**src/rtl/epcfg_pkg.sv**
```systemverilog
package epcfg_pkg;
  localparam int NUM_EP = 16;
  localparam int IDX_W  = $clog2(NUM_EP);

  typedef logic [IDX_W-1:0] ep_idx_t;

  // strobes from the sequencer to the datapath
  typedef struct packed {
    logic    clearAll;
    logic    store;
    logic    walkStart;
    logic    walkStep;
    logic    walkLast;
    ep_idx_t walkIdx;
  } ctrl_strobe_t;
endpackage

```
**src/rtl/epcfg_ctrl.sv**
```systemverilog
module epcfg_ctrl
  import epcfg_pkg::*;
(
  input  logic         clk,
  input  logic         rstN,
  input  logic         busReset,
  input  logic         cfgWrEn,
  input  ep_idx_t      cfgIndex,
  output ctrl_strobe_t strobe,
  output logic         allocBusy,
  output logic         allocDone,
  output logic         seqError
);
  localparam ep_idx_t LAST_IDX = ep_idx_t'(NUM_EP - 1);

  ep_idx_t nextIdx;
  ep_idx_t walkIdx;
  logic    accept;
  logic    inOrder;

  always_comb begin
    accept           = cfgWrEn && !allocBusy && !busReset;
    inOrder          = (cfgIndex == nextIdx);
    strobe.clearAll  = busReset;
    strobe.store     = accept && inOrder;
    strobe.walkStart = accept && inOrder && (nextIdx == LAST_IDX);
    strobe.walkStep  = allocBusy && !busReset;
    strobe.walkLast  = allocBusy && !busReset && (walkIdx == LAST_IDX);
    strobe.walkIdx   = walkIdx;
  end

  always_ff @(posedge clk or negedge rstN) begin
    if (!rstN) begin
      nextIdx   <= '0;
      walkIdx   <= '0;
      allocBusy <= 1'b0;
      allocDone <= 1'b0;
      seqError  <= 1'b0;
    end else if (busReset) begin
      nextIdx   <= '0;
      walkIdx   <= '0;
      allocBusy <= 1'b0;
      allocDone <= 1'b0;
      seqError  <= 1'b0;
    end else begin
      allocDone <= strobe.walkLast;
      if (accept) begin
        if (inOrder) begin
          nextIdx <= (nextIdx == LAST_IDX) ? '0 : nextIdx + 1'b1;
          if (cfgIndex == '0) seqError <= 1'b0;
        end else begin
          seqError <= 1'b1;
          nextIdx  <= '0;
        end
      end
      if (strobe.walkStart) begin
        allocBusy <= 1'b1;
        walkIdx   <= '0;
      end else if (strobe.walkStep) begin
        walkIdx <= walkIdx + 1'b1;
        if (strobe.walkLast) allocBusy <= 1'b0;
      end
    end
  end
endmodule

```
**src/rtl/epcfg_datapath.sv**
```systemverilog
module epcfg_datapath
  import epcfg_pkg::*;
#(
  parameter int MEM_DEPTH = 1024,
  parameter int SIZE_W    = 11,
  parameter int CTRL_SIZE = 64
) (
  input  logic                               clk,
  input  logic                               rstN,
  input  ctrl_strobe_t                       strobe,
  input  ep_idx_t                            cfgIndex,
  input  logic                               cfgEnable,
  input  logic                               cfgDirIn,
  input  logic [SIZE_W-1:0]                  cfgMaxSize,
  output logic [NUM_EP-1:0]                  epEnabled,
  output logic [NUM_EP-1:0]                  epDirIn,
  output logic [NUM_EP*(SIZE_W+IDX_W)-1:0]   epBase,
  output logic [NUM_EP*SIZE_W-1:0]           epSize,
  output logic                               configOk,
  output logic                               configError
);
  localparam int SUM_W = SIZE_W + IDX_W;
  localparam logic [SUM_W-1:0]  DEPTH_LIM = SUM_W'(MEM_DEPTH);
  localparam logic [SIZE_W-1:0] CTRL_SZ   = SIZE_W'(CTRL_SIZE);

  logic              cfgEn   [NUM_EP];
  logic              cfgDir  [NUM_EP];
  logic [SIZE_W-1:0] cfgSize [NUM_EP];
  logic [SUM_W-1:0]  baseTab [NUM_EP];
  logic [SIZE_W-1:0] sizeTab [NUM_EP];

  logic [SUM_W-1:0]  acc;
  logic              ovf;
  logic              curEn;
  logic [SIZE_W-1:0] curSize;
  logic [SUM_W-1:0]  sum;
  logic              sumOvf;

  // configuration bank; entry 0 is held at its fixed values
  always_ff @(posedge clk or negedge rstN) begin
    if (!rstN) begin
      for (int i = 0; i < NUM_EP; i++) begin
        cfgEn[i]   <= (i == 0);
        cfgDir[i]  <= 1'b0;
        cfgSize[i] <= (i == 0) ? CTRL_SZ : '0;
      end
    end else if (strobe.clearAll) begin
      for (int i = 0; i < NUM_EP; i++) begin
        cfgEn[i]   <= (i == 0);
        cfgDir[i]  <= 1'b0;
        cfgSize[i] <= (i == 0) ? CTRL_SZ : '0;
      end
    end else if (strobe.store && (cfgIndex != '0)) begin
      cfgEn[cfgIndex]   <= cfgEnable;
      cfgDir[cfgIndex]  <= cfgDirIn;
      cfgSize[cfgIndex] <= cfgMaxSize;
    end
  end

  // running-sum allocation, one endpoint per step
  always_comb begin
    curEn   = cfgEn[strobe.walkIdx];
    curSize = curEn ? cfgSize[strobe.walkIdx] : '0;
    sum     = acc + SUM_W'(curSize);
    sumOvf  = ovf || (sum > DEPTH_LIM);
  end

  always_ff @(posedge clk or negedge rstN) begin
    if (!rstN) begin
      for (int i = 0; i < NUM_EP; i++) begin
        baseTab[i] <= '0;
        sizeTab[i] <= (i == 0) ? CTRL_SZ : '0;
      end
      acc         <= '0;
      ovf         <= 1'b0;
      configOk    <= 1'b0;
      configError <= 1'b0;
    end else if (strobe.clearAll) begin
      for (int i = 0; i < NUM_EP; i++) begin
        baseTab[i] <= '0;
        sizeTab[i] <= (i == 0) ? CTRL_SZ : '0;
      end
      acc         <= '0;
      ovf         <= 1'b0;
      configOk    <= 1'b0;
      configError <= 1'b0;
    end else if (strobe.walkStart) begin
      acc         <= '0;
      ovf         <= 1'b0;
      configOk    <= 1'b0;
      configError <= 1'b0;
    end else if (strobe.walkStep) begin
      baseTab[strobe.walkIdx] <= curEn ? acc : '0;
      sizeTab[strobe.walkIdx] <= curSize;
      acc <= sum;
      ovf <= sumOvf;
      if (strobe.walkLast) begin
        configOk    <= !sumOvf;
        configError <= sumOvf;
      end
    end
  end

  for (genvar g = 0; g < NUM_EP; g++) begin : g_out
    assign epEnabled[g]                = cfgEn[g];
    assign epDirIn[g]                  = cfgDir[g];
    assign epBase[g*SUM_W +: SUM_W]    = baseTab[g];
    assign epSize[g*SIZE_W +: SIZE_W]  = sizeTab[g];
  end
endmodule

```
**src/rtl/epcfg_alloc.sv**
```systemverilog
module epcfg_alloc
  import epcfg_pkg::*;
#(
  parameter int MEM_DEPTH = 1024,
  parameter int SIZE_W    = 11,
  parameter int CTRL_SIZE = 64
) (
  input  logic                              clk,
  input  logic                              rstN,
  input  logic                              busReset,
  input  logic                              cfgWrEn,
  input  logic [IDX_W-1:0]                  cfgIndex,
  input  logic                              cfgEnable,
  input  logic                              cfgDirIn,
  input  logic [SIZE_W-1:0]                 cfgMaxSize,
  output logic                              allocBusy,
  output logic                              allocDone,
  output logic                              configOk,
  output logic                              configError,
  output logic                              seqError,
  output logic [NUM_EP-1:0]                 epEnabled,
  output logic [NUM_EP-1:0]                 epDirIn,
  output logic [NUM_EP*(SIZE_W+IDX_W)-1:0]  epBase,
  output logic [NUM_EP*SIZE_W-1:0]          epSize
);
  ctrl_strobe_t strobe;

  epcfg_ctrl i_ctrl (
    .clk       (clk),
    .rstN      (rstN),
    .busReset  (busReset),
    .cfgWrEn   (cfgWrEn),
    .cfgIndex  (cfgIndex),
    .strobe    (strobe),
    .allocBusy (allocBusy),
    .allocDone (allocDone),
    .seqError  (seqError)
  );

  epcfg_datapath #(
    .MEM_DEPTH (MEM_DEPTH),
    .SIZE_W    (SIZE_W),
    .CTRL_SIZE (CTRL_SIZE)
  ) i_dp (
    .clk         (clk),
    .rstN        (rstN),
    .strobe      (strobe),
    .cfgIndex    (cfgIndex),
    .cfgEnable   (cfgEnable),
    .cfgDirIn    (cfgDirIn),
    .cfgMaxSize  (cfgMaxSize),
    .epEnabled   (epEnabled),
    .epDirIn     (epDirIn),
    .epBase      (epBase),
    .epSize      (epSize),
    .configOk    (configOk),
    .configError (configError)
  );
endmodule

```
**config.mk**
```make
export PLATFORM = sky130hd
export DESIGN_NAME = epcfg_alloc
export DESIGN_NICKNAME = d
export VERILOG_FILES = /design/src/rtl/epcfg_pkg.sv /design/src/rtl/epcfg_ctrl.sv /design/src/rtl/epcfg_datapath.sv /design/src/rtl/epcfg_alloc.sv
export SDC_FILE = /design/constraint.sdc
export NUM_CORES = 1
export LEC_CHECK = 0
export BUFFER_PORTS_ARGS = -buffer_cell sky130_fd_sc_hd__buf_2
export CAP_MARGIN = 5
export CORE_MARGIN = 5
export CORE_UTILIZATION = 35
export CTS_CLUSTER_SIZE = 8
export DETAILED_ROUTE_END_ITERATION = 8
export PLACE_DENSITY_LB_ADDON = 0.05
export SYNTH_ARGS = -nofsm -noshare
export SYNTH_HDL_FRONTEND = slang
export SYNTH_SLANG_ARGS = --single-unit
```
**constraint.sdc**
```tcl
create_clock -name clk -period 10.7 [get_ports clk]
set_input_delay 2.14 -clock clk [delete_from_list [all_inputs] [get_ports clk]]
set_output_delay 2.14 -clock clk [all_outputs]
set_load 0.02 [all_outputs]
```
==> results.txt <==
status: complete, no violations
Max Cap Viol: 0
startpoint types: flop
post-route setup TNS: 0 ns
worst path cell trace: buf_4, mux4_2, mux4_2, nand2_1, inv_1, fa_1, a21oi_1, o211ai_1, and4_1, a311oi_1, nand4bb_1, o311a_1, a211o_1
final setup violation count: 0
most numerous cell on the critical path: mux4_2
final period utilization: 53.6%
worst slew pin tran: 1.25 ns
CTS tree: built
fin nets: 2,906
Tot GR Track Use: 23.7%
ANT nets after route: 0
Slowest cell on crit path: dfrtp_4
Max IR drop VDD: 113 uV
cell family with most CP delay: compound AO/OA/AOI/OAI gates
post-synthesis sequential area ratio: 61.3%
# rows: 101
CP endpoint kind: flop
power per cell area: 161 nW/um2
area share of fa/ha/maj cells after synthesis: 0.826%
vias in the first global route: 20,475
most frequent cells in the layout: 648 x dfrtp_1, 496 x nand2_1, 471 x buf_2
# fillers: 7,368
FF+latch count, synth: 653
clock buffer depth: 3
core area: 75,700 um2
Tot Pwr: 5.26 mW
final hold vios: 0
CTS buffer count: 91
root buffer cell: clkbuf_16
Netlist cell types: 62
max-slew violations: 0
number of vias per cell: 5.21
Synthesis Warnings: 0
first-pass GRT wire length: 145,000 um
mux contribution to synthesized area: 12.0%
total clock sinks: 653
Syn Nets: 2,459
IO Pins: 474
crit-path max FO: 31
First-pass DRT Iterations: 5
Max Freq: 174 MHz
initial DRC count: 1,327
post-route setup slack: 4.97 ns
Worst-Skew Late Latency: 0.64 ns
Worst Path Required: 11.22 ns
DIE AREA: 81,800 um2
CP max stage delay: 0.74 ns
RSZ-0062 raised after global routing: false
Final GP Congestion: 0.839
Synth async-reset ratio: 100%
Die Wd: 286 um
syn avg cell area: 11.0 um2
Fin Clk Skew: 0.0285 ns
pre-CTS setup slack: 4.89 ns
Synth Area in Compound Gates: 10.1%
Final min period: 5.73 ns
most common cell after layout, fill and taps aside: dfrtp_1
Clk pin slew, worst setup/hold paths: 0.06 ns
XOR/XNOR share of the synthesized area: 0.460%
hold_buf cts: 0
synthesized instance count: 2,421
post_cts resized: 0
largest family of logic cells by synthesized area: multiplexers
Synth Flop Type: dfrtp_1
number of synthesized flops with an enable pin: 0
Area Overhead vs Synth: 22.1%
initial cell density of the core: 35.2%
min-delay worst type: reg2reg
Crit path buffers/inverters: 2
vias: 20,225
H-tree levels: 3
postcts setup bufs: 0
input/output buffers: 473
Chip Height: 286 um
WP data arrival: 6.25 ns
synthesized area: 26,700 um2
WL per Instance: 25.5 um
Remaining Overflow, GRT: 0
DP HPWL: 66,200 um
Relative slew margins: 16.3%
initial antenna violation count: 8
final WL: 99,100 um
largest net degree at the start of global routing: 96
layout cells sized above 1: 25.3%
critical path type: reg2reg
Post-route DRC: 0
Leak: 16.8 nW
Simple-Gate Fraction of Synth Area: 12.0%
==> tightest hold or removal path, stage by stage (launching register included) <==
cell and delay, ns:
dfrtp_1 0.33, nand2_1 0.04, o21ai_0 0.05
==> area by class of cell <==
cell class | instances | area, um2 | share of cell area [%]
Sequential cell | 653 | 16300 | 50.2
Multi-Input combinational cell | 1566 | 9520 | 29.2
Clock buffer | 121 | 2420 | 7.44
Inverter | 22 | 82.6 | 0.254
Antenna cell | 3 | 7.51 | 0.0231
Tap cell | 978 | 1220 | 3.76
Timing Repair Buffer | 534 | 2840 | 8.73
Clock inverter | 6 | 111 | 0.342
==> power breakdown <==
part	switching (mW)	leakage, nW	total [mW]	internal (mW)
combinational	0.122	6.44	0.139	0.0164
clock	1.08	1.22	2.64	1.56
sequential	0.000510	9.11	2.48	2.47
==> Yosys cell counts (2+ instances only) <==
cell type / n / area (um2)
ha_1: 16 / 200
a21oi_1: 39 / 195
nand2b_1: 2 / 12.5
dfrtp_1: 650 / 16300
o21ai_0: 189 / 946
inv_1: 13 / 48.8
o21bai_1: 4 / 30.0
nand4_1: 4 / 25.0
mux4_2: 60 / 1350
clkbuf_1: 123 / 462
nand4b_1: 8 / 70.1
buf_4: 8 / 60.1
or3_1: 2 / 12.5
buf_2: 39 / 195
inv_2: 9 / 33.8
and3_1: 7 / 43.8
o31ai_1: 2 / 15.0
nor2b_1: 18 / 113
o22ai_1: 2 / 12.5
and2_1: 3 / 18.8
nor4_4: 2 / 42.5
mux2i_1: 184 / 1840
nand3_1: 15 / 75.1
and4_1: 4 / 35.0
a22o_1: 12 / 105
dfstp_2: 3 / 78.8
nor2_1: 206 / 773
xnor2_1: 5 / 43.8
a31oi_1: 3 / 18.8
buf_6: 8 / 90.1
xor2_1: 9 / 78.8
buf_1: 2 / 7.51
o21ai_1: 241 / 1210
or2_2: 3 / 18.8
nand2_2: 4 / 25.0
nand2_1: 496 / 1860
==> metal layers <==
metal / vias up / wire length [um] / global-route usage, %
li1: 9134 / - / -
met1: 10287 / 41100 / 30.7
met2: 618 / 49000 / 39.7
met3: 178 / 5240 / 4.31
met4: 8 / 3810 / 9.30
met5: - / 47 / 0
==> flip-flops by register name, summed over array words and instances, names as in the netlist, 4 cells and up <==
signal and count:
i_dp.epDirIn 16, i_dp.epSize 176, i_dp.epEnabled 16, i_dp.acc 15, i_ctrl.nextIdx 4, i_ctrl.walkIdx 4
i_dp.epBase 240, i_dp.cfgSize 176
==> per-stage QoR <==
stage          hold WS [ns]  std cells  cell area, um2  util [%]
4_1_cts               0.475       3880           32600      43.0
5_1_grt               0.488       3881           32600      43.0
2_1_floorplan         0.460       2421           26700         -
3_5_place_dp          0.465       3753           30000      39.7
6_report              0.465       3883           32600      43.0
3_3_place_gp          0.457       3753           30000      39.7
==> cells by family (layout without fill, tap and decap cells) <==
logic type                 after synthesis  after routing
AOI/OAI and AO/OA                      510            510
xor gates and xnor gates                14             14
adders and majority gates               17             17
buffers and inverters                  202            683
DFF                                    653            653
muxes                                  244            244
other                                    0              3
and+or+nand+nor                        781            781
==> path summary, 6_finish.rpt <==
check	start	endpoint	slack [ns]	cells after the start
max	i_ctrl.walkIdx[0]$_DFFE_PN0P_	i_dp.configError$_DFFE_PN0P_	4.97	13
min	i_dp.epSize[54]$_DFFE_PN0P_	i_dp.epSize[54]$_DFFE_PN0P_	0.47	2
max reg2reg	i_ctrl.walkIdx[0]$_DFFE_PN0P_	i_dp.configError$_DFFE_PN0P_	4.97	13
min reg2reg	i_dp.epSize[54]$_DFFE_PN0P_	i_dp.epSize[54]$_DFFE_PN0P_	0.47	2
max in group asynchronous	rstN	i_ctrl.walkIdx[0]$_DFFE_PN0P_	6.92	3
min in group asynchronous	rstN	i_dp.epSize[92]$_DFFE_PN0P_	1.54	1
(Power assumes the default switching activity.)
